## src/rtl/ssl_pkg.sv

```systemverilog
package ssl_pkg;
   typedef enum logic [1:0] {
      SSL_IDLE  = 2'd0,
      SSL_SHIFT = 2'd1,
      SSL_LATCH = 2'd2,
      SSL_TAIL  = 2'd3
   } ssl_state_e;
endpackage

```

## src/rtl/ssl_sequencer.sv

```systemverilog
module ssl_sequencer
   import ssl_pkg::*;
#(
   parameter int CNT_W  = 5,
   parameter int TICK_W = 4
) (
   input  logic              clk,
   input  logic              rst_n,
   input  logic              accept,
   input  logic [CNT_W-1:0]  n_req,
   input  logic [CNT_W-1:0]  n_cur,
   output ssl_state_e        state,
   output logic [TICK_W-1:0] tick,
   output logic [CNT_W-1:0]  bidx
);
   localparam logic [TICK_W-1:0] TICK_LAST = '1;
   localparam logic [CNT_W-1:0]  ONE_C     = CNT_W'(1);

   logic last_bit;
   assign last_bit = (bidx == (n_cur - ONE_C));

   always_ff @(posedge clk or negedge rst_n) begin
      if (!rst_n) begin
         state <= SSL_IDLE;
         tick  <= '0;
         bidx  <= '0;
      end else begin
         unique case (state)
            SSL_IDLE: begin
               if (accept) begin
                  state <= (n_req == '0) ? SSL_LATCH : SSL_SHIFT;
                  tick  <= '0;
                  bidx  <= '0;
               end
            end
            SSL_SHIFT: begin
               tick <= tick + TICK_W'(1);
               if (tick == TICK_LAST) begin
                  if (last_bit) state <= SSL_LATCH;
                  else          bidx  <= bidx + ONE_C;
               end
            end
            SSL_LATCH: begin
               tick <= tick + TICK_W'(1);
               if (tick == TICK_LAST) state <= SSL_TAIL;
            end
            default: state <= SSL_IDLE;
         endcase
      end
   end
endmodule

```

## src/rtl/ssl_bit_pick.sv

```systemverilog
module ssl_bit_pick #(
   parameter int DATA_W = 32,
   parameter int CNT_W  = 5
) (
   input  logic [DATA_W-1:0] word,
   input  logic [CNT_W-1:0]  n_bits,
   input  logic [CNT_W-1:0]  bidx,
   input  logic              lsb_first,
   output logic              bit_o
);
   logic [CNT_W-1:0] idx;
   assign idx   = lsb_first ? bidx : (n_bits - CNT_W'(1) - bidx);
   assign bit_o = word[idx];
endmodule

```

## src/rtl/ssl_clk_shape.sv

```systemverilog
module ssl_clk_shape #(
   parameter int TICK_W = 4
) (
   input  logic [TICK_W-1:0] tick,
   input  logic [TICK_W-1:0] rise_at,
   input  logic [TICK_W-1:0] fall_at,
   input  logic              invert,
   output logic              level
);
   logic active;
   assign active = (tick >= rise_at) && (tick < fall_at);
   assign level  = active ^ invert;
endmodule

```

## src/rtl/synth_serial_loader.sv

```systemverilog
module synth_serial_loader
   import ssl_pkg::*;
#(
   parameter int DATA_W = 32,
   parameter int TICK_W = 4,
   parameter int LE_N   = 3,
   localparam int CNT_W = $clog2(DATA_W)
) (
   input  logic              clk,
   input  logic              rst_n,
   input  logic              start,
   input  logic [DATA_W-1:0] load_word,
   input  logic [CNT_W-1:0]  bit_count,
   input  logic              lsb_first,
   input  logic              clk_invert,
   input  logic [LE_N-1:0]   le_select,
   input  logic [TICK_W-1:0] rise_at,
   input  logic [TICK_W-1:0] fall_at,
   output logic              ready,
   output logic              ser_clk,
   output logic              ser_data,
   output logic [LE_N-1:0]   latch_en
);
   generate
      if (DATA_W < 2 || DATA_W != (1 << CNT_W)) begin : g_bad_data_w
         $error("synth_serial_loader: DATA_W must be a power of two, at least 2");
      end
      if (TICK_W < 1) begin : g_bad_tick_w
         $error("synth_serial_loader: TICK_W must be at least 1");
      end
      if (LE_N < 1) begin : g_bad_le_n
         $error("synth_serial_loader: LE_N must be at least 1");
      end
   endgenerate

   ssl_state_e        state;
   logic [TICK_W-1:0] tick;
   logic [CNT_W-1:0]  bidx;
   logic              accept;

   logic [DATA_W-1:0] word_s;
   logic [CNT_W-1:0]  n_s;
   logic              lsb_s, inv_s;
   logic [LE_N-1:0]   sel_s;
   logic [TICK_W-1:0] rise_s, fall_s;

   assign accept = start && (state == SSL_IDLE);
   assign ready  = (state == SSL_IDLE);

   always_ff @(posedge clk or negedge rst_n) begin
      if (!rst_n) begin
         word_s <= '0;
         n_s    <= '0;
         lsb_s  <= 1'b0;
         inv_s  <= 1'b0;
         sel_s  <= '0;
         rise_s <= '0;
         fall_s <= '0;
      end else if (accept) begin
         word_s <= load_word;
         n_s    <= bit_count;
         lsb_s  <= lsb_first;
         inv_s  <= clk_invert;
         sel_s  <= le_select;
         rise_s <= rise_at;
         fall_s <= fall_at;
      end
   end

   ssl_sequencer #(.CNT_W(CNT_W), .TICK_W(TICK_W)) u_seq (
      .clk    (clk),
      .rst_n  (rst_n),
      .accept (accept),
      .n_req  (bit_count),
      .n_cur  (n_s),
      .state  (state),
      .tick   (tick),
      .bidx   (bidx)
   );

   logic cur_bit;
   ssl_bit_pick #(.DATA_W(DATA_W), .CNT_W(CNT_W)) u_pick (
      .word      (word_s),
      .n_bits    (n_s),
      .bidx      (bidx),
      .lsb_first (lsb_s),
      .bit_o     (cur_bit)
   );

   logic shaped_clk;
   ssl_clk_shape #(.TICK_W(TICK_W)) u_shape (
      .tick    (tick),
      .rise_at (rise_s),
      .fall_at (fall_s),
      .invert  (inv_s),
      .level   (shaped_clk)
   );

   logic            in_shift, in_latch;
   logic [LE_N-1:0] le_next;
   assign in_shift = (state == SSL_SHIFT);
   assign in_latch = (state == SSL_LATCH);

   generate
      for (genvar gi = 0; gi < LE_N; gi++) begin : g_le
         assign le_next[gi] = in_latch && sel_s[gi];
      end
   endgenerate

   always_ff @(posedge clk or negedge rst_n) begin
      if (!rst_n) begin
         ser_clk  <= 1'b0;
         ser_data <= 1'b0;
         latch_en <= '0;
      end else begin
         ser_clk  <= in_shift ? shaped_clk : inv_s;
         ser_data <= in_shift && cur_bit;
         latch_en <= le_next;
      end
   end
endmodule

```

## config.mk

```make
export PLATFORM = sky130hd
export DESIGN_NAME = synth_serial_loader
export DESIGN_NICKNAME = d
export VERILOG_FILES = /design/src/rtl/ssl_pkg.sv /design/src/rtl/ssl_sequencer.sv /design/src/rtl/ssl_bit_pick.sv /design/src/rtl/ssl_clk_shape.sv /design/src/rtl/synth_serial_loader.sv
export SDC_FILE = /design/constraint.sdc
export NUM_CORES = 1
export LEC_CHECK = 0
export BUFFER_PORTS_ARGS = -buffer_cell sky130_fd_sc_hd__buf_2
export CAP_MARGIN = 10
export CORE_UTILIZATION = 51
export DETAILED_ROUTE_END_ITERATION = 7
export PLACE_DENSITY = 0.84
export SYNTH_ARGS = -nofsm -noshare
export SYNTH_HDL_FRONTEND = slang
export SYNTH_HIERARCHICAL = 1
export SYNTH_SLANG_ARGS = --single-unit
```

## constraint.sdc

```tcl
create_clock -name clk -period 2.5 [get_ports clk]
set_input_delay 0.25 -clock clk [delete_from_list [all_inputs] [get_ports clk]]
set_output_delay 0.25 -clock clk [all_outputs]
set_load 0.01 [all_outputs]
```

==> results of run 1 <==
-- final cells by class --
class,instances,area (um2),share of cell area (%)
well taps,96,120,2.77
clock buffers,10,128,2.94
flip-flops and latches,66,1650,38.1
repair buffers,70,383,8.83
clock inverters,6,67.6,1.56
multi-input cells,231,1920,44.4
inverters,16,60.1,1.39
-- where the power goes --
| group | switching [W] | internal, W | leakage [nW] |
|---|---|---|---|
| Combinational | 0.00171 | 0.00163 | 1.09 |
| Sequential | 0.000398 | 0.00157 | 0.798 |
| Clock | 0.000427 | 0.000462 | 0.0925 |
-- cells in the mapped netlist, types with 5 or more instances --
cell,instances,share of area (%)
nand2_1,50,5.1
dfrtp_1,66,45
a21oi_1,5,0.68
nor2_1,7,0.72
inv_1,16,1.6
xnor2_1,9,2.1
mux2_2,48,15
nand2b_1,6,1.0
nand3_1,19,2.6
ha_1,18,6.1
xor2_1,5,1.2
nand4_1,7,1.2
mux2_1,6,1.8
buf_6,8,2.5
-- registers in the layout (all words and copies together), names as in the netlist, 2 cells and up --
register	cells
word_s	32
n_s	5
u_seq/bidx	5
fall_s	4
rise_s	4
u_seq/tick	4
latch_en	3
sel_s	3
u_seq/state	2
-- critical path, cell delays in order (launching register included) --
cell and delay, ns:
dfrtp_2 0.45, ha_4 0.18, fa_2 0.43, xnor2_1 0.20, o32ai_2 0.38, nand3_1 0.14, nand4_1 0.13, mux2i_1 0.09
mux2_2 0.27, inv_1 0.05, nor2_1 0.04
-- cell families after synthesis --
group,count (synthesis)
muxes,59
AOI/OAI and AO/OA,31
buffers and inverters,26
adders and majority gates,19
xor gates and xnor gates,14
DFF,66
and+or+nand+nor,108
-- cells in the final DEF (no fill, tap or decap), types with 3 or more instances in the layout --
cell type  instances
and2_1             3
nand4_1            7
a21oi_1            5
nor2_1             7
mux2_1             6
o21ai_1            3
ha_1              17
buf_4             11
xor2_1             4
mux2i_1            3
inv_1             16
clkbuf_8           9
nand3_1           18
mux2_2            48
nor2b_1            3
a21o_1             4
nand2b_1           6
xnor2_1            9
buf_2             58
dfrtp_1           65
nand2_1           50
-- per-stage QoR --
stage	instances	TNS [ns]	hold slack [ns]	worst slack, ns	utilization, %
finish	495	0	0.114	0.0436	63.1
global route	495	-0.121	0.102	-0.121	63.1
CTS	494	0	0.110	0.000435	61.9
detailed placement	477	0	0.196	0.0195	59.0
global placement	477	0	0.183	0.179	59.0
floorplan	323	0	-0.0456	0.142	-
-- repair_timing --
item | CTS | global route
hold endpoints to repair | 16 | 0
setup endpoints to repair | 0 | 1
hold buffers | 1 | 0
resized for setup | 0 | 11
buffers inserted | 0 | 1
-- worst max-delay path by stage --
stage | endpoint | slack, ns
after floorplan | ser_data | 0.14
after global placement | ser_data | 0.18
after detailed placement | ser_data | 0.02
after CTS | ser_data | 0.0004
after global routing | ser_data | -0.12
final | ser_data | 0.04
-- routing by layer --
layer | global-route usage [%] | part of all wire (%) | up-vias
met5 | 0 | 0 | -
met4 | 8.94 | 2.4 | 0
met3 | 5.24 | 5.2 | 18
met2 | 36.9 | 49 | 91
met1 | 27.9 | 43 | 1310
li1 | - | - | 1280
==> flow_summary.json, run 1 <==
{
  "htree_levels": 3,
  "slew_violations": 0,
  "min_to": "rise_s[3]",
  "synthToLayoutAreaGrowth_pct": 18.1,
  "r2r_start": "n_s[0]",
  "track_usage_pct": 22.2,
  "tritoncts": "yes",
  "worst_setup_path_end_kind": "flop",
  "status": "finished, final reports clean",
  "yosys.area_share.simple_pct": 14.8,
  "fmax_mhz": 407,
  "relSlewSlack_pct": 64.5,
  "synth_top_family_by_area": "multiplexers",
  "start_util_pct": 53.4,
  "fin_skew_ns": 0.0125,
  "nNetsFinal": 466,
  "clkTransAtPathRegs_ns": 0.08,
  "num_vias": 2699,
  "ys_seq_area_share_pct": 45.0,
  "insertion_delay_ns": 0.35,
  "cts_made_buffers": 9,
  "placed_area_mm2": 0.00405,
  "core-area_mm2": 0.00687,
  "antenna_found_initial": 0,
  "peakVddDrop_uv": 671,
  "worst_pin_slew_ns": 0.532,
  "path_max_fanout": 4,
  "crit_path_start_kind": "flop",
  "synth_edf_count": 0,
  "clockBufferDepth": 2,
  "worstReg2RegEnd": "ser_data",
  "cts_root_buf": "clkbuf_8",
  "syn_area_mm2": 0.00367,
  "hpwl_um": 5510,
  "avgSynthCellArea_um2": 11.4,
  "die_h_um": 86.8,
  "r2r_cells": 10,
  "grt_pass1_vias": 2783,
  "synth-xor-area-share_pct": 3.34,
  "drc": 0,
  "post_drt_wl_per_cell_um": 15.1,
  "async_reset_ff_share_pct": 100,
  "synth_compound_area_share_pct": 7.23,
  "hold_viol": 0,
  "final_cell_area_mm2": 0.00433,
  "ys_types": 47,
  "yosys.area_share.adder_pct": 6.68,
  "synthCells": 323,
  "fin_crit_sh_pct": 98.3,
  "viasPerCell": 5.45,
  "setup_viol": 0,
  "syn_nets": 395,
  "worstSetupPathType": "reg2reg",
  "powerDensity_mw_per_mm2": 1430,
  "antenna_cells": 0,
  "drt_pass1_iterations": 4,
  "first_iter_violations": 237,
  "rrSetupSlack_ns": 0.04,
  "min_period_ns": 2.46,
  "synthMuxAreaShare_pct": 18.4,
  "io_buffer_count": 58,
  "rows": 30,
  "synth_top_flop_cell": "dfrtp_1",
  "p_leak_nw": 1.98,
  "cts.sinks": 66,
  "die_w_um": 86.8,
  "ys_ff_latch": 66,
  "cp-startpoint": "n_s[0]",
  "drive_above_1_share_pct": 37.6,
  "holdCritStartpoint": "rise_at[3]",
  "hold_depth": 2,
  "io_pins": 59,
  "die_area_mm2": 0.00754,
  "cp_data_required_time_ns": 2.73,
  "power_w": 0.00620,
  "gp_congestion": 0.863,
  "cap_violations": 0,
  "grt_pass1_wl_um": 12700,
  "crit_arrival_ns": 2.69,
  "fillers": 536,
  "antenna_left": 0,
  "gr-total-overflow": 0,
  "yosysWarnings": 6,
  "grt_max_degree": 44,
  "routed_wl_um": 7480,
  "hold_path.class": "in2reg"
}
No activity file was read; power rests on OpenSTA's default activity.
==> run 2, diff against run 1 <==
--- a/config.mk
+++ b/config.mk
@@ -10,6 +10,7 @@
 export CORE_UTILIZATION = 51
 export DETAILED_ROUTE_END_ITERATION = 7
 export PLACE_DENSITY = 0.84
+export REMOVE_ABC_BUFFERS = 1
 export SYNTH_ARGS = -nofsm -noshare
 export SYNTH_HDL_FRONTEND = slang
 export SYNTH_HIERARCHICAL = 1
==> flow_summary.json, run 2 (synthesis gave the netlist of run 1 again) <==
{
  "status": "finished, final reports clean",
  "routed_wl_um": 7930,
  "die_area_mm2": 0.00754,
  "nNetsFinal": 466,
  "post_drt_wl_per_cell_um": 16.0,
  "io_pins": 59,
  "place_ws_ns": 0.0580,
  "fin_crit_sh_pct": 96.4,
  "antenna_left": 0,
  "hpwl_um": 5710,
  "holdCritStartpoint": "lsb_first",
  "switchingPower_w": 0.00247,
  "io_buffer_count": 58,
  "insertion_delay_ns": 0.34,
  "whs_ns": 0.120,
  "fillers": 542,
  "start_util_pct": 53.4,
  "worst_setup_path_end_kind": "flop",
  "hold_depth": 2,
  "gp_congestion": 0.873,
  "mostFrequentLayoutCells": "dfrtp_1 (66), buf_2 (58), nand2_1 (50)",
  "tritoncts": "yes",
  "fin_skew_ns": 0.00627,
  "crit_path_start_kind": "flop",
  "fmax_mhz": 415,
  "cp_num_buf_inv": 2,
  "cp_common_cell": "inv_1",
  "rrSetupSlack_ns": 0.09,
  "powerDensity_mw_per_mm2": 1420,
  "path_cells": "inv_1 > ha_2 > fa_2 > xor2_2 > o32ai_4 > nand3_1 > nand4_1 > mux2i_1 > mux2_2 > inv_1 > nor2_1",
  "grt_pass1_wl_um": 12800,
  "setup_viol": 0,
  "power_frac_seq_pct": 32.6,
  "track_usage_pct": 22.6,
  "die_w_um": 86.8,
  "regMostFlops": "word_s",
  "crit_arrival_ns": 2.64,
  "min_period_ns": 2.41,
  "r2r_start": "u_seq/bidx[0]",
  "cp_data_required_time_ns": 2.73,
  "fin_ws_ns": 0.0903,
  "antenna_found_initial": 0,
  "worstSetupPathType": "reg2reg",
  "combPwrFrac_pct": 52.7,
  "min_to": "lsb_s",
  "cts_made_buffers": 9,
  "viasPerCell": 5.47,
  "worst_path_max_delay_cell": "fa_2",
  "cap_violations": 0,
  "num_vias": 2709,
  "drc": 0,
  "path_delay_family": "adder cells",
  "clockBufferDepth": 2,
  "grt_pass1_vias": 2752,
  "tns_ns": 0,
  "rows": 30,
  "slew_violations": 0,
  "cts.sinks": 66,
  "reg_top3": "word_s: 32 flops, n_s: 5 flops, u_seq/bidx: 5 flops",
  "final_util_pct": 62.8,
  "hold_path.class": "in2reg",
  "gr-total-overflow": 0,
  "drive_above_1_share_pct": 37.1,
  "worst_pin_slew_ns": 0.680,
  "clkPwrFrac_pct": 14.7,
  "die_h_um": 86.8,
  "clkTransAtPathRegs_ns": 0.07,
  "core-area_mm2": 0.00687,
  "antenna_cells": 0,
  "max_stage_delay_ns": 0.44,
  "intPower_w": 0.00366,
  "worstReg2RegEnd": "ser_data",
  "drt_pass1_iterations": 4,
  "layout_commonest_cell": "dfrtp_1",
  "swShare_pct": 40.3,
  "relSlewSlack_pct": 54.7,
  "path_max_fanout": 4,
  "grt_max_degree": 43,
  "htree_levels": 3,
  "synthToLayoutAreaGrowth_pct": 17.5,
  "peakVddDrop_uv": 672,
  "cts_root_buf": "clkbuf_8",
  "largest_reg_flops": 32,
  "p_leak_nw": 1.99,
  "hold_viol": 0,
  "r2r_cells": 11,
  "first_iter_violations": 183
}
[run 2: cell count changes in the layout (fill, tap and decap cells not counted), sizes merged]
cell	change
clkinv	+1
clkinvlp	-2
clkbuf	+1
[run 2: layer usage]
layer,GRT usage (%),share of wire [%],up-vias
li1,-,-,1285
met1,28.6,43,1317
met2,37.4,50,89
met3,5.24,4.6,18
met4,9.24,2.2,0
met5,0,0,-
[run 2: area by class of cell]
cell class	instances	area (um2)	share of cell area, %
Timing Repair Buffer	70	395	9.17
Multi-Input combinational cell	231	1890	43.8
Clock inverter	5	53.8	1.25
Tap cell	96	120	2.79
Clock buffer	11	141	3.28
Sequential cell	66	1650	38.3
Inverter	16	60.1	1.39
[run 2: through the flow]
step,instance area [um2],total power (W),std cells
floorplan,3560,0.00428,313
global placement,4040,0.00485,474
detailed placement,4040,0.00504,474
CTS,4250,0.00596,491
global route,4310,0.00658,495
finish,4310,0.00613,495
[run 2: how the worst max path moves through the flow]
stage                              start       endpoint  slack (ns)  cells after the start
final                      u_seq/bidx[0]       ser_data        0.09                     11
after global routing       u_seq/bidx[0]       ser_data       -0.03                     11
after CTS                         n_s[0]       ser_data        0.05                     10
after detailed placement          n_s[0]       ser_data        0.06                     10
after global placement            n_s[0]       ser_data        0.17                     10
after floorplan           u_seq/state[1]  u_seq/bidx[4]       -0.46                      5
[run 2: what timing repair did]
action	CTS	global route
resized for setup	0	6
endpoints found under the setup margin	0	1
setup buffers	0	4
hold buffers	1	0
endpoints found under the hold margin	28	0
[run 2: power by group through the flow]
stage	registers (W)	logic (W)	clock network, W
3_5_place_dp	0.00201	0.00303	0
5_1_grt	0.00206	0.00356	0.000959
4_1_cts	0.00199	0.00305	0.000912
6_report	0.00200	0.00323	0.000900
2_1_floorplan	0.00190	0.00238	0
3_3_place_gp	0.00197	0.00288	0
==> run 3, diff against run 2 <==
--- a/config.mk
+++ b/config.mk
@@ -8,8 +8,10 @@
 export BUFFER_PORTS_ARGS = -buffer_cell sky130_fd_sc_hd__buf_2
 export CAP_MARGIN = 10
 export CORE_UTILIZATION = 51
+export CTS_BUF_LIST = sky130_fd_sc_hd__clkbuf_8 sky130_fd_sc_hd__clkbuf_16
 export DETAILED_ROUTE_END_ITERATION = 7
 export PLACE_DENSITY = 0.84
+export RECOVER_POWER = 50
 export REMOVE_ABC_BUFFERS = 1
 export SYNTH_ARGS = -nofsm -noshare
 export SYNTH_HDL_FRONTEND = slang
==> flow_summary.json, run 3 (synthesis gave the netlist of run 1 again) <==
{
  "rows": 30,
  "num_vias": 2740,
  "clockBufferDepth": 2,
  "clkTransAtPathRegs_ns": 0.07,
  "min_period_ns": 2.41,
  "routed_wl_um": 7940,
  "io_buffer_count": 58,
  "regMostFlops": "word_s",
  "holdCritStartpoint": "lsb_first",
  "largest_reg_flops": 32,
  "gr-total-overflow": 0,
  "synthToLayoutAreaGrowth_pct": 17.2,
  "place_ws_ns": 0.0580,
  "cts_made_buffers": 9,
  "crit_path_start_kind": "flop",
  "antenna_found_initial": 0,
  "nNetsFinal": 466,
  "die_h_um": 86.8,
  "antenna_left": 0,
  "fin_skew_ns": 0.00696,
  "cts.sinks": 66,
  "p_leak_nw": 1.97,
  "start_util_pct": 53.4,
  "fin_ws_ns": 0.0921,
  "fin_crit_sh_pct": 96.3,
  "viasPerCell": 5.54,
  "hold_viol": 0,
  "min_to": "lsb_s",
  "drive_above_1_share_pct": 35.6,
  "mostFrequentLayoutCells": "dfrtp_1 (66), buf_2 (52), nand2_1 (50)",
  "fin_cells": 495,
  "grt_max_degree": 43,
  "cap_violations": 1,
  "reg_top3": "word_s: 32 flops, n_s: 5 flops, u_seq/bidx: 5 flops",
  "tns_ns": 0,
  "first_iter_violations": 177,
  "setup_viol": 0,
  "violations": "capacitance limit, slew limit",
  "path_cells": "ha_2 > fa_2 > xor2_2 > o32ai_4 > nand3_1 > nand4_1 > mux2i_1 > mux2_2 > inv_1 > nor2_1",
  "path_max_fanout": 4,
  "hold_depth": 2,
  "power_w": 0.00612,
  "relSlewSlack_pct": -9.15,
  "antenna_cells": 0,
  "fmax_mhz": 415,
  "r2r_cells": 10,
  "post_drt_wl_per_cell_um": 16.0,
  "status": "finished with violations",
  "cp_data_required_time_ns": 2.73,
  "tritoncts": "yes",
  "layout_commonest_cell": "dfrtp_1",
  "rrSetupSlack_ns": 0.09,
  "grt_pass1_wl_um": 12800,
  "grt_pass1_vias": 2752,
  "worst_path_max_delay_cell": "fa_2",
  "drc": 0,
  "crit_arrival_ns": 2.64,
  "r2r_start": "n_s[0]",
  "slew_violations": 29,
  "placedCellCount": 474,
  "core-area_mm2": 0.00687,
  "max_stage_delay_ns": 0.43,
  "htree_levels": 3,
  "powerDensity_mw_per_mm2": 1420,
  "worstSetupPathType": "reg2reg",
  "worst_setup_path_end_kind": "flop",
  "die_area_mm2": 0.00754,
  "worst_pin_slew_ns": 1.64,
  "hpwl_um": 5710,
  "worstReg2RegEnd": "ser_data",
  "cts_root_buf": "clkbuf_8",
  "die_w_um": 86.8,
  "gp_congestion": 0.873,
  "hold_path.class": "in2reg",
  "peakVddDrop_uv": 671,
  "insertion_delay_ns": 0.34,
  "io_pins": 59,
  "track_usage_pct": 22.6,
  "drt_pass1_iterations": 4
}
-- run 3: changes by cell type in the layout (fill, tap and decap cells not counted) --
| cell | before | now |
|---|---|---|
| and2_0 | 0 | 1 |
| and2_1 | 3 | 2 |
| buf_2 | 58 | 52 |
| inv_1 | 16 | 17 |
| clkbuf_1 | 1 | 6 |
-- run 3: power breakdown --
group,switching (W),total (W),leakage [nW],internal [W]
Clock,0.000413,0.000894,0.107,0.000481
Sequential,0.000425,0.00200,0.799,0.00157
Combinational,0.00163,0.00323,1.07,0.00159
Total,0.00247,0.00612,1.97,0.00365
-- run 3: routing by layer --
layer  part of all wire (%)  track usage [%]  vias up
li1                       -                -     1282
met1                     41             28.6     1339
met2                     51             37.4       99
met3                    5.5             5.24       20
met4                    2.2             9.24        0
met5                      0                0        -
-- run 3: how the worst max path moves through the flow --
stage | from | endpoint | slack, ns | depth (start not counted)
after floorplan | u_seq/state[1] | u_seq/bidx[4] | -0.46 | 5
after global placement | n_s[0] | ser_data | 0.17 | 10
after detailed placement | n_s[0] | ser_data | 0.06 | 10
after CTS | n_s[0] | ser_data | 0.05 | 10
after global routing | u_seq/bidx[0] | ser_data | -0.03 | 11
final | n_s[0] | ser_data | 0.09 | 10
-- run 3: area by class of cell --
cell class	count	area [um2]
fill	541	2560
multi-input combinational	231	1890
sequential	66	1650
timing repair buffer	70	388
clock buffer	10	138
tap	96	120
inverter	16	60.1
clock inverter	6	57.6
-- run 3: metrics by stage --
step | util, % | hold WS, ns | area, um2
final | 62.7 | 0.121 | 4300
after global placement | 58.8 | 0.328 | 4040
after detailed placement | 58.8 | 0.331 | 4040
after floorplan | - | -0.0456 | 3560
after global routing | 62.7 | 0.117 | 4300
after CTS | 61.8 | 0.114 | 4250
-- run 3: what timing repair did --
item,4_1_cts,5_1_grt
setup endpoints to repair,0,1
hold buffers,1,0
endpoints found under the hold margin,28,0
resized for setup,0,6
setup buffers,0,4
-- run 3: critical path, delay by kind of cell, from the launching register on --
kind,cells,cell delay [ns]
simple gates,3,0.27
mux,2,0.34
buf+inv,1,0.05
fa+ha+maj,2,0.64
xor+xnor,1,0.22
compound gates,1,0.35
flops,1,0.41
